## src/rtl/fcmp_pkg.sv

```systemverilog
package fcmp_pkg;

    typedef enum logic [1:0] {
        CC_EQ = 2'd0,
        CC_LT = 2'd1,
        CC_GT = 2'd2,
        CC_UN = 2'd3
    } cc_t;

    typedef struct packed {
        logic sign;
        logic zero;
        logic nan;
        logic snan;
    } fp_kind_t;

    // Relation of two ordered magnitudes, taking the common sign into account
    function automatic cc_t mag_rel(input logic lt, input logic eq, input logic neg);
        if (eq)
            return CC_EQ;
        else if (lt ^ neg)
            return CC_LT;
        else
            return CC_GT;
    endfunction

endpackage

```

## src/rtl/fcmp_classify.sv

```systemverilog
module fcmp_classify
    import fcmp_pkg::*;
#(
    parameter int EXP_W  = 8,
    parameter int FRAC_W = 23,
    localparam int W     = 1 + EXP_W + FRAC_W
) (
    input  logic [W-1:0] op,
    output fp_kind_t     kind
);
    logic [EXP_W-1:0]  exp_f;
    logic [FRAC_W-1:0] frac_f;

    assign exp_f  = op[W-2 -: EXP_W];
    assign frac_f = op[FRAC_W-1:0];

    always_comb begin
        kind.sign = op[W-1];
        kind.zero = (exp_f == '0) && (frac_f == '0);
        kind.nan  = (&exp_f) && (frac_f != '0);
        kind.snan = kind.nan && !frac_f[FRAC_W-1];
    end
endmodule

```

## src/rtl/fcmp_order.sv

```systemverilog
module fcmp_order
    import fcmp_pkg::*;
#(
    parameter int MAG_W = 31
) (
    input  fp_kind_t         ka,
    input  fp_kind_t         kb,
    input  logic [MAG_W-1:0] ma,
    input  logic [MAG_W-1:0] mb,
    output cc_t              rel
);
    logic mag_lt, mag_eq;

    assign mag_lt = ma < mb;
    assign mag_eq = ma == mb;

    always_comb begin
        if (ka.nan || kb.nan)
            rel = CC_UN;
        else if (ka.zero && kb.zero)
            rel = CC_EQ;
        else if (ka.sign != kb.sign)
            rel = ka.sign ? CC_LT : CC_GT;
        else
            rel = mag_rel(mag_lt, mag_eq, ka.sign);
    end
endmodule

```

## src/rtl/fcmp_flags.sv

```systemverilog
module fcmp_flags
    import fcmp_pkg::*;
(
    input  fp_kind_t ka,
    input  fp_kind_t kb,
    input  logic     signaling,
    input  cc_t      rel,
    output logic     invalid,
    output logic     accrue
);
    always_comb begin
        if (signaling)
            invalid = ka.nan || kb.nan;
        else
            invalid = ka.snan || kb.snan;
        accrue = (rel == CC_UN);
    end
endmodule

```

## src/rtl/fcmp_cc_unit.sv

```systemverilog
module fcmp_cc_unit
    import fcmp_pkg::*;
#(
    parameter int EXP_W  = 8,
    parameter int FRAC_W = 23,
    localparam int W     = 1 + EXP_W + FRAC_W,
    localparam int MAG_W = W - 1
) (
    input  logic         clk,
    input  logic         rst,
    input  logic         in_valid,
    input  logic         signaling,
    input  logic [W-1:0] opa,
    input  logic [W-1:0] opb,
    output logic         out_valid,
    output logic [1:0]   out_cc,
    output logic         out_invalid,
    output logic         out_accrue_inv
);
    logic [1:0][W-1:0] ops;
    fp_kind_t [1:0]    kinds;
    cc_t               rel_c;
    logic              inv_c, acc_c;

    cc_t  cc_q;
    logic vld_q, inv_q, acc_q;

    assign ops[0] = opa;
    assign ops[1] = opb;

    for (genvar i = 0; i < 2; i++) begin : g_cls
        fcmp_classify #(.EXP_W(EXP_W), .FRAC_W(FRAC_W)) u_cls (
            .op   (ops[i]),
            .kind (kinds[i])
        );
    end

    fcmp_order #(.MAG_W(MAG_W)) u_ord (
        .ka  (kinds[0]),
        .kb  (kinds[1]),
        .ma  (opa[MAG_W-1:0]),
        .mb  (opb[MAG_W-1:0]),
        .rel (rel_c)
    );

    fcmp_flags u_flg (
        .ka        (kinds[0]),
        .kb        (kinds[1]),
        .signaling (signaling),
        .rel       (rel_c),
        .invalid   (inv_c),
        .accrue    (acc_c)
    );

    always_ff @(posedge clk) begin
        if (rst) begin
            vld_q <= 1'b0;
            cc_q  <= CC_EQ;
            inv_q <= 1'b0;
            acc_q <= 1'b0;
        end else begin
            vld_q <= in_valid;
            inv_q <= in_valid && inv_c;
            acc_q <= in_valid && acc_c;
            if (in_valid)
                cc_q <= rel_c;
        end
    end

    assign out_valid      = vld_q;
    assign out_cc         = cc_q;
    assign out_invalid    = inv_q;
    assign out_accrue_inv = acc_q;
endmodule

```

## config.mk

```make
export PLATFORM = sky130hd
export DESIGN_NAME = fcmp_cc_unit
export DESIGN_NICKNAME = d
export VERILOG_FILES = /design/src/rtl/fcmp_pkg.sv /design/src/rtl/fcmp_classify.sv /design/src/rtl/fcmp_order.sv /design/src/rtl/fcmp_flags.sv /design/src/rtl/fcmp_cc_unit.sv
export SDC_FILE = /design/constraint.sdc
export NUM_CORES = 1
export LEC_CHECK = 0
export BUFFER_PORTS_ARGS = -buffer_cell sky130_fd_sc_hd__buf_2
export CELL_PAD_IN_SITES_DETAIL_PLACEMENT = 0
export CELL_PAD_IN_SITES_GLOBAL_PLACEMENT = 1
export CORE_ASPECT_RATIO = 2
export CORE_MARGIN = 2
export CORE_UTILIZATION = 27
export CTS_BUF_LIST = sky130_fd_sc_hd__clkbuf_8
export DETAILED_ROUTE_END_ITERATION = 8
export HOLD_SLACK_MARGIN = 0.08
export PLACE_DENSITY = 0.83
export SLEW_MARGIN = 30
export SYNTH_ARGS = -nofsm -noshare
export SYNTH_HDL_FRONTEND = slang
export SYNTH_SLANG_ARGS = --single-unit
```

## constraint.sdc

```tcl
create_clock -name clk -period 2.13 [get_ports clk]
set_input_delay 0.426 -clock clk [delete_from_list [all_inputs] [get_ports clk]]
set_output_delay 0.426 -clock clk [all_outputs]
set_load 0.02 [all_outputs]
```

Word level (Yosys, flattened, before mapping)
Cells that the tools add are included.

Flip-flop bits (word level): 5. Output and inout bits: 5. Memory bits (read-only): 0. Logic and storage cells: 37. Bits in writable memories: 0. Latch bits: 0. Bits of input ports: 68. Memories kept: 0.

$add $sub $neg: 0. Equality and inequality tests: 3. Bitwise logic cells: 1. Div/mod/pow operators: 0. Reduce and logical (&&, ||, !) cells: 21. Multipliers: 0. Multiplexer cells: 7. Magnitude comparators: 1. Shifts and indexed selects: 0.

Operator list (number): zero test 23 bit (2); nonzero test 23 bit (2); == test 31 bit (1); < comparator 31 bit (1); zero test 8 bit (2); AND reduction 8 bit (2); two-way mux 2 bit (6); logical AND 1 bit (9); == test 2 bit (second input constant) (1); zero test 1 bit (2); logical OR 1 bit (2); two-way mux 1 bit (1); inequality test 1 bit (1); bitwise XOR 1 bit (1).

Longest topological paths before layout
Gate-level depths: netlist of run 1.

Word-level depth: 9. Depth in mapped cells: 9. Depth with buffers taken out: 9.

Hierarchy
From an unflattened synthesis of run 1, not the netlist that was laid out.

Cell total of the unflattened synthesis: 173. Area total of the unflattened synthesis: 1330.0 sq um.

By module, submodules not included: fcmp_order (instances 1, seq. area each 0.0 sq um, cells each 125, area each 925.9 sq um); fcmp_classify (instances 2, seq. area each 0.0 sq um, cells each 16, area each 115.1 sq um); fcmp_cc_unit (instances 1, seq. area each 100.1 sq um, cells each 12, area each 153.9 sq um); fcmp_flags (instances 1, seq. area each 0.0 sq um, cells each 4, area each 20.0 sq um).

Least setup slack after synthesis of run 1
OpenSTA, ideal clock, no wires.

Path type: in2reg. Start point: input opb[2]. End point: register cc_q[1], in the netlist out_cc[1]. Buffers on the path: 0. Data arrival time: 2.181 ns. Stages: 9. Required time: 2.039 ns. Setup slack: -0.142 ns. Library setup time: 0.091 ns. Cells stage by stage: inv_1 -> ha_1 -> a21oi_2 -> a21oi_1 -> o31a_1 -> o41ai_2 -> nand3_1 -> o311a_1 -> a311oi_1.

Longest elaborated chain between the ends: 7. Elaborated cells on any way between the ends: 14. Classes of those cells: 1 x order compare; 1 x eq/ne; 5 x mux; 1 x bitwise; 6 x reduce/logical.

RTL lines: start: declaration (line fcmp_cc_unit.sv:14) `input logic [W-1:0] opb,`; < comparator 31 bit (line fcmp_order.sv:14) `assign mag_lt = ma < mb;`; bitwise XOR 1 bit (line fcmp_pkg.sv:21) `else if (lt ^ neg)`; two-way mux 2 bit (line fcmp_pkg.sv:21); two-way mux 2 bit (line fcmp_pkg.sv:19) `if (eq)`; two-way mux 2 bit (line fcmp_order.sv:22) `else if (ka.sign != kb.sign)`; two-way mux 2 bit (line fcmp_order.sv:20) `else if (ka.zero && kb.zero)`; two-way mux 2 bit (*) (line fcmp_order.sv:18) `if (ka.nan || kb.nan)`; end signal: assignment (line fcmp_cc_unit.sv:66) `cc_q <= rel_c;`; end: declaration (line fcmp_cc_unit.sv:25) `cc_t cc_q;`.

Every way passes the cells marked *; elsewhere a longest branch is shown, timed or not. A chain may end at the register's enable or synchronous reset.

Final worst setup path of run 1
Start point: input opb[1]. End point: register acc_q, in the netlist out_accrue_inv.

Longest elaborated chain between the ends: 9. Elaborated cells on any way between the ends: 16. Classes of those cells: 1 x order compare; 2 x eq/ne; 5 x mux; 1 x bitwise; 7 x reduce/logical.

RTL lines: < comparator 31 bit (line fcmp_order.sv:14); bitwise XOR 1 bit (line fcmp_pkg.sv:21); two-way mux 2 bit (line fcmp_pkg.sv:21); two-way mux 2 bit (line fcmp_pkg.sv:19); two-way mux 2 bit (line fcmp_order.sv:22); two-way mux 2 bit (line fcmp_order.sv:20); two-way mux 2 bit (*) (line fcmp_order.sv:18); == test 2 bit (*) (line fcmp_flags.sv:16) `accrue = (rel == CC_UN);`; logical AND 1 bit (*) (line fcmp_cc_unit.sv:64) `acc_q <= in_valid && acc_c;`; end signal: assignment (line fcmp_cc_unit.sv:64); end: declaration (line fcmp_cc_unit.sv:26) `logic vld_q, inv_q, acc_q;`.

Marks and branches as above.

==> flow_summary.toml, run 1 <==
[yosys]
ys_ff_latch = 5
synthTopCellsByArea = "ha_1, inv_1, dfxtp_1, nor4_1, nand4_1"
synth-edff-count = 0
synth_cells = 166
synth_warnings = 0
synth_fp_nets = 265
async_flop_share_pct = 0
synth.avg_cell_area_sq_um = 7.30
synth_flop_cell = "dfxtp_1"
synth_top_area_share_pct = 32.0
synth_cell_type_count = 32
yosys.area.top_type = "ha_1"
syn_area_sq_um = 1210
ys_seq_area_share_pct = 8.26

[outcome]
outcome = "finished, violations left"
violations = "setup timing"

[floorplanning]
dieArea_sq_um = 5070
initial_core_util_pct = 27.9
rows = 34
core_area_sq_um = 4340
io_pins = 73
dieHeight_um = 98.7
die_w_um = 51.4

[timing]
layout_worst_path_cycle_share_pct = 105
finalHoldViolCount = 0
rsz0062_at_grt = "true"
setup_viol = 2
worst_pin_slew_ns = 0.384
fmax_ghz = 0.449
min_period_ns = 2.23
fin_ws_ns = -0.0987
finClkSkew_ns = 0
relSlewSlack_pct = 74.2
slew_viol_final = 0

[clock_network]
cts.sink_count = 5
cts_tree = "yes"
cts-buffers-inserted = 3
htreeDepth = 1
clock-root-buffer = "clkbuf_8"
clockBufferDepth = 2
cts-hold-fix-buffers = 0
insertion_delay_ns = 0.22
clk_pin_slew_ns = 0.03

[power_and_ir_drop]
finalPower_w = 0.000631
leakage_nw = 1.14
power_density_nw_per_um2 = 287
ir_drop_v = 0.000214

[layout]
design_area_sq_um = 2200
fill_cells = 482
multi_input_area_sq_um = 1150
fin_util_pct = 50.7
area_growth_pct = 81.7
insertedDiodeCount = 0
final_nets = 381
layout.area.seq_sq_um = 100
drive_gt1_share_pct = 49.8

[detailed_routing]
dr_wl_met3_um = 134
route.met2.wl_um = 2710
via_per_inst = 5.00
routedWlPerCell_um = 12.5
drc = 0
via_count = 1674
routed_wl_um = 4190
top_layer_used = "met4"
antenna_left = 0
drt-pass1-iter-count = 4
drtIter0Drc = 12
met1_length_um = 1330

[min_path]
hold_class = "input port to flip-flop"

[placed_design]
portBuffers = 72
routabilityCongestion = 0.760
place_area_sq_um = 2000
hpwl_um = 3830

[global_routing]
grt-ovfl-total = 0
grt_pass1_wl_um = 6850
grt_use_total_pct = 17.0
first_global_vias = 1758
grt_max_degree = 5
antenna_found_initial = 0

[worst_setup_path]
start_kind = "input port"
crit_fanout = 3
required_ns = 2.27
end_kind = "flip-flop"
ff2ff_setup_slack_ns = 1.47
path_class = "input port to flip-flop"
cp.arrival_ns = 2.37

[job]
maxCapViolCount = 0
-- layout make-up --
cell class                      count  share of cell area (%)
Inverter                           34                    6.25
Multi-Input combinational cell    127                    52.1
Sequential cell                     5                    4.55
Timing Repair Buffer              111                    32.0
Tap cell                           54                    3.07
Clock buffer                        3                    1.88
Clock inverter                      1                   0.171
-- per-layer routing --
layer	up-vias	global-route usage, %
li1	855	-
met1	777	14.2
met2	40	38.2
met3	2	1.97
met4	0	2.83
met5	-	0
-- per-stage QoR --
| stage | setup TNS (ns) | hold slack [ns] | setup slack [ns] | instances |
|---|---|---|---|---|
| final | -0.183 | 0.399 | -0.0987 | 335 |
| after global routing | -0.426 | 0.400 | -0.193 | 335 |
| after CTS | -0.0248 | 0.388 | -0.0137 | 334 |
| after detailed placement | -1.16 | 0.483 | -0.418 | 330 |
| after global placement | -1.05 | 0.472 | -0.385 | 330 |
| after floorplan | -0.122 | 0.498 | -0.0689 | 166 |
-- what timing repair did --
item	CTS	global route
gates resized for setup	15	13
pin swaps	7	8
endpoints found under the setup margin	3	3
setup buffers	0	1
-- layout by cell type, fill, tap and decap left out, drive strengths merged, types with 4 or more instances in the layout --
cell,count
nand2,7
buf,111
a21oi,14
nor4,15
ha,31
inv,35
nand4,12
nand3,6
o21ai,4
dfxtp,5
nor2,8
-- synthesized netlist by cell type (all sizes together) (3+ instances only) --
library cell	count
inv	34
ha	31
nor4	15
a21oi	14
nand4	12
nor2	8
nand2	7
nand3	6
dfxtp	5
o21ai	4
a21o	3
nor3	3
-- sequential cells by signal (all words and copies together), names as in the netlist --
register	count
out_valid	1
out_cc	2
out_accrue_inv	1
out_invalid	1
-- report_power, final --
| part | leakage [nW] | internal (W) | total (W) | switching, W |
|---|---|---|---|---|
| clock | 0.0269 | 0.000124 | 0.000170 | 0.0000468 |
| sequential | 0.0412 | 0.0000998 | 0.000102 | 0.00000188 |
| combinational | 1.08 | 0.000190 | 0.000359 | 0.000169 |
| total | 1.14 | 0.000414 | 0.000631 | 0.000217 |
-- worst max-delay path, stage by stage --
cell      delay [ns]
buf_6           0.10
inv_2           0.06
ha_4            0.20
nand3b_1        0.12
a21oi_2         0.07
o31a_1          0.30
o41ai_4         0.39
nand3_2         0.14
o311a_1         0.35
a211oi_2        0.21
-- cell families after synthesis --
family / share of synthesized area [%]
simple gates: 26.6
compound gates: 22.6
buf+inv: 10.5
fa+ha+maj: 32.0
flops: 8.26
-- path summary, 6_finish.rpt --
| check | from | to | cells past startpoint |
|---|---|---|---|
| worst max-delay path | opb[1] | out_accrue_inv$_SDFF_PP0_ | 10 |
| worst min-delay path | rst | out_cc[1]$_SDFFE_PP0P_ | 2 |
| worst max register to register | out_cc[1]$_SDFFE_PP0P_ | out_cc[1]$_SDFFE_PP0P_ | 2 |
| worst min register to register | out_cc[0]$_SDFFE_PP0P_ | out_cc[0]$_SDFFE_PP0P_ | 2 |
(Power assumes the default switching activity.)
==> run 2, diff against run 1 <==
--- a/config.mk
+++ b/config.mk
@@ -9,7 +9,7 @@
 export CELL_PAD_IN_SITES_DETAIL_PLACEMENT = 0
 export CELL_PAD_IN_SITES_GLOBAL_PLACEMENT = 1
 export CORE_ASPECT_RATIO = 2
-export CORE_MARGIN = 2
+export CORE_MARGIN = 3
 export CORE_UTILIZATION = 27
 export CTS_BUF_LIST = sky130_fd_sc_hd__clkbuf_8
 export DETAILED_ROUTE_END_ITERATION = 8
==> run 2 against run 1 <==
  * The flow still finishes with violations (setup timing)
  * Routed wire length grew 4.8%
  * Sequential power is essentially flat
  * Critical path depth is 1 lower
  * Sequential cell count unchanged
  * Highest routed layer unchanged
==> flow_summary.toml, run 2 (synthesis gave the netlist of run 1 again) <==
[outcome]
outcome = "finished, violations left"
violations = "setup timing"

[layout]
fill_cells = 430
insertedDiodeCount = 0
area_growth_pct = 81.5
final_nets = 385
most-common-layout-cells = "buf_2, buf_4, inv_1"
layout.area.seq_sq_um = 100
fin_util_pct = 52.2
layout_commonest_cell = "buf_2"
multi_input_area_sq_um = 1150
largest_register_ffs = 2
drive_gt1_share_pct = 50.5

[clock_network]
htreeDepth = 1
clock-root-buffer = "clkbuf_8"
insertion_delay_ns = 0.22
cts-hold-fix-buffers = 0
clk_pin_slew_ns = 0.03
cts-buffers-inserted = 3
clockBufferDepth = 2
cts_tree = "yes"
cts.sink_count = 5

[timing]
finalHoldViolCount = 0
finClkSkew_ns = 0
fin_ws_ns = -0.00193
relSlewSlack_pct = 76.7
worst_pin_slew_ns = 0.345
fmax_ghz = 0.469
layout_worst_path_cycle_share_pct = 100
slew_viol_final = 0
min_period_ns = 2.13
rsz0062_at_grt = "true"
setup_viol = 1

[floorplanning]
core_area_sq_um = 4210
rows = 33
dieArea_sq_um = 5370
initial_core_util_pct = 28.8
die_w_um = 53.4
dieHeight_um = 101
io_pins = 73

[global_routing]
grt-ovfl-total = 0
grt_max_degree = 5
antenna_found_initial = 0
grt_use_total_pct = 15.7
grt_pass1_wl_um = 6400
first_global_vias = 1671

[worst_setup_path]
crit_path_max_incr_delay_ns = 0.33
end_kind = "flip-flop"
cp_cell_sequence = "buf_4 > ha_4 > a211oi_2 > nor2_1 > o31a_1 > o41ai_4 > nand3_1 > o311a_1 > a311oi_1"
path_class = "input port to flip-flop"
crit_fanout = 3
cp.arrival_ns = 2.26
slowest_stage = "o311a_1"
start_kind = "input port"
required_ns = 2.26

[detailed_routing]
via_count = 1657
drc = 0
via_per_inst = 4.92
antenna_left = 0
routedWlPerCell_um = 13.0
drtIter0Drc = 22
routed_wl_um = 4390
drt-pass1-iter-count = 4

[power_and_ir_drop]
leakage_nw = 1.14
ir_drop_v = 0.000251
finalPower_w = 0.000624
power_density_nw_per_um2 = 284

[job]
maxCapViolCount = 0

[placed_design]
hpwl_um = 3970
portBuffers = 72
routabilityCongestion = 0.824

[min_path]
hold_class = "input port to flip-flop"
run 2: per-layer routing:
metal	GRT usage, %	vias up	share of wire (%)
met4	3.35	0	0.66
met3	1.48	2	3.3
met2	35.0	39	65
met1	12.8	753	31
met5	0	-	0
li1	-	863	-
run 2: worst paths after layout:
kind         slack [ns]              startpoint                     end  cells after the start
max              -0.002                  opa[4]  out_cc[1]$_SDFFE_PP0P_                      9
min                0.39                     rst  out_cc[1]$_SDFFE_PP0P_                      2
max reg2reg        1.46  out_cc[1]$_SDFFE_PP0P_  out_cc[1]$_SDFFE_PP0P_                      2
min reg2reg        0.48  out_cc[0]$_SDFFE_PP0P_  out_cc[0]$_SDFFE_PP0P_                      2
run 2: through the flow:
| step | hold slack, ns | area [sq um] | std cells | setup TNS, ns | worst slack [ns] |
|---|---|---|---|---|---|
| after floorplan | 0.498 | 1290 | 166 | -0.122 | -0.0689 |
| after global placement | 0.473 | 2030 | 332 | -0.942 | -0.350 |
| after detailed placement | 0.473 | 2030 | 332 | -1.09 | -0.408 |
| after CTS | 0.386 | 2100 | 336 | -0.00644 | -0.00644 |
| after global routing | 0.407 | 2200 | 337 | -0.227 | -0.114 |
| final | 0.391 | 2200 | 337 | -0.00193 | -0.00193 |
run 2: repair_timing:
item / in CTS / in global routing
pin swaps: 2 / 8
resized for setup: 3 / 15
buffers inserted: 0 / 1
endpoints found under the hold margin: 0 / 0
setup endpoints to repair: 3 / 3
run 2: area by class of cell:
type / count / area share (%)
clock inverters: 1 / 0.171
clock buffers: 3 / 1.88
flip-flops and latches: 5 / 4.55
inverters: 34 / 6.15
multi-input cells: 127 / 52.4
well taps: 52 / 2.96
repair buffers: 115 / 31.9
run 2: critical path: cells and delay by family:
family	cells	cell delay, ns
buffers and inverters	1	0.12
adder cells (fa/ha/maj)	1	0.23
AND/OR/NAND/NOR	2	0.23
AO/OA/AOI/OAI	5	1.25
run 2: power by group:
group	internal [W]	leakage (nW)	switching (W)
Clock	0.000123	0.0269	0.0000425
Combinational	0.000189	1.08	0.000168
Sequential	0.0000999	0.0412	0.00000205
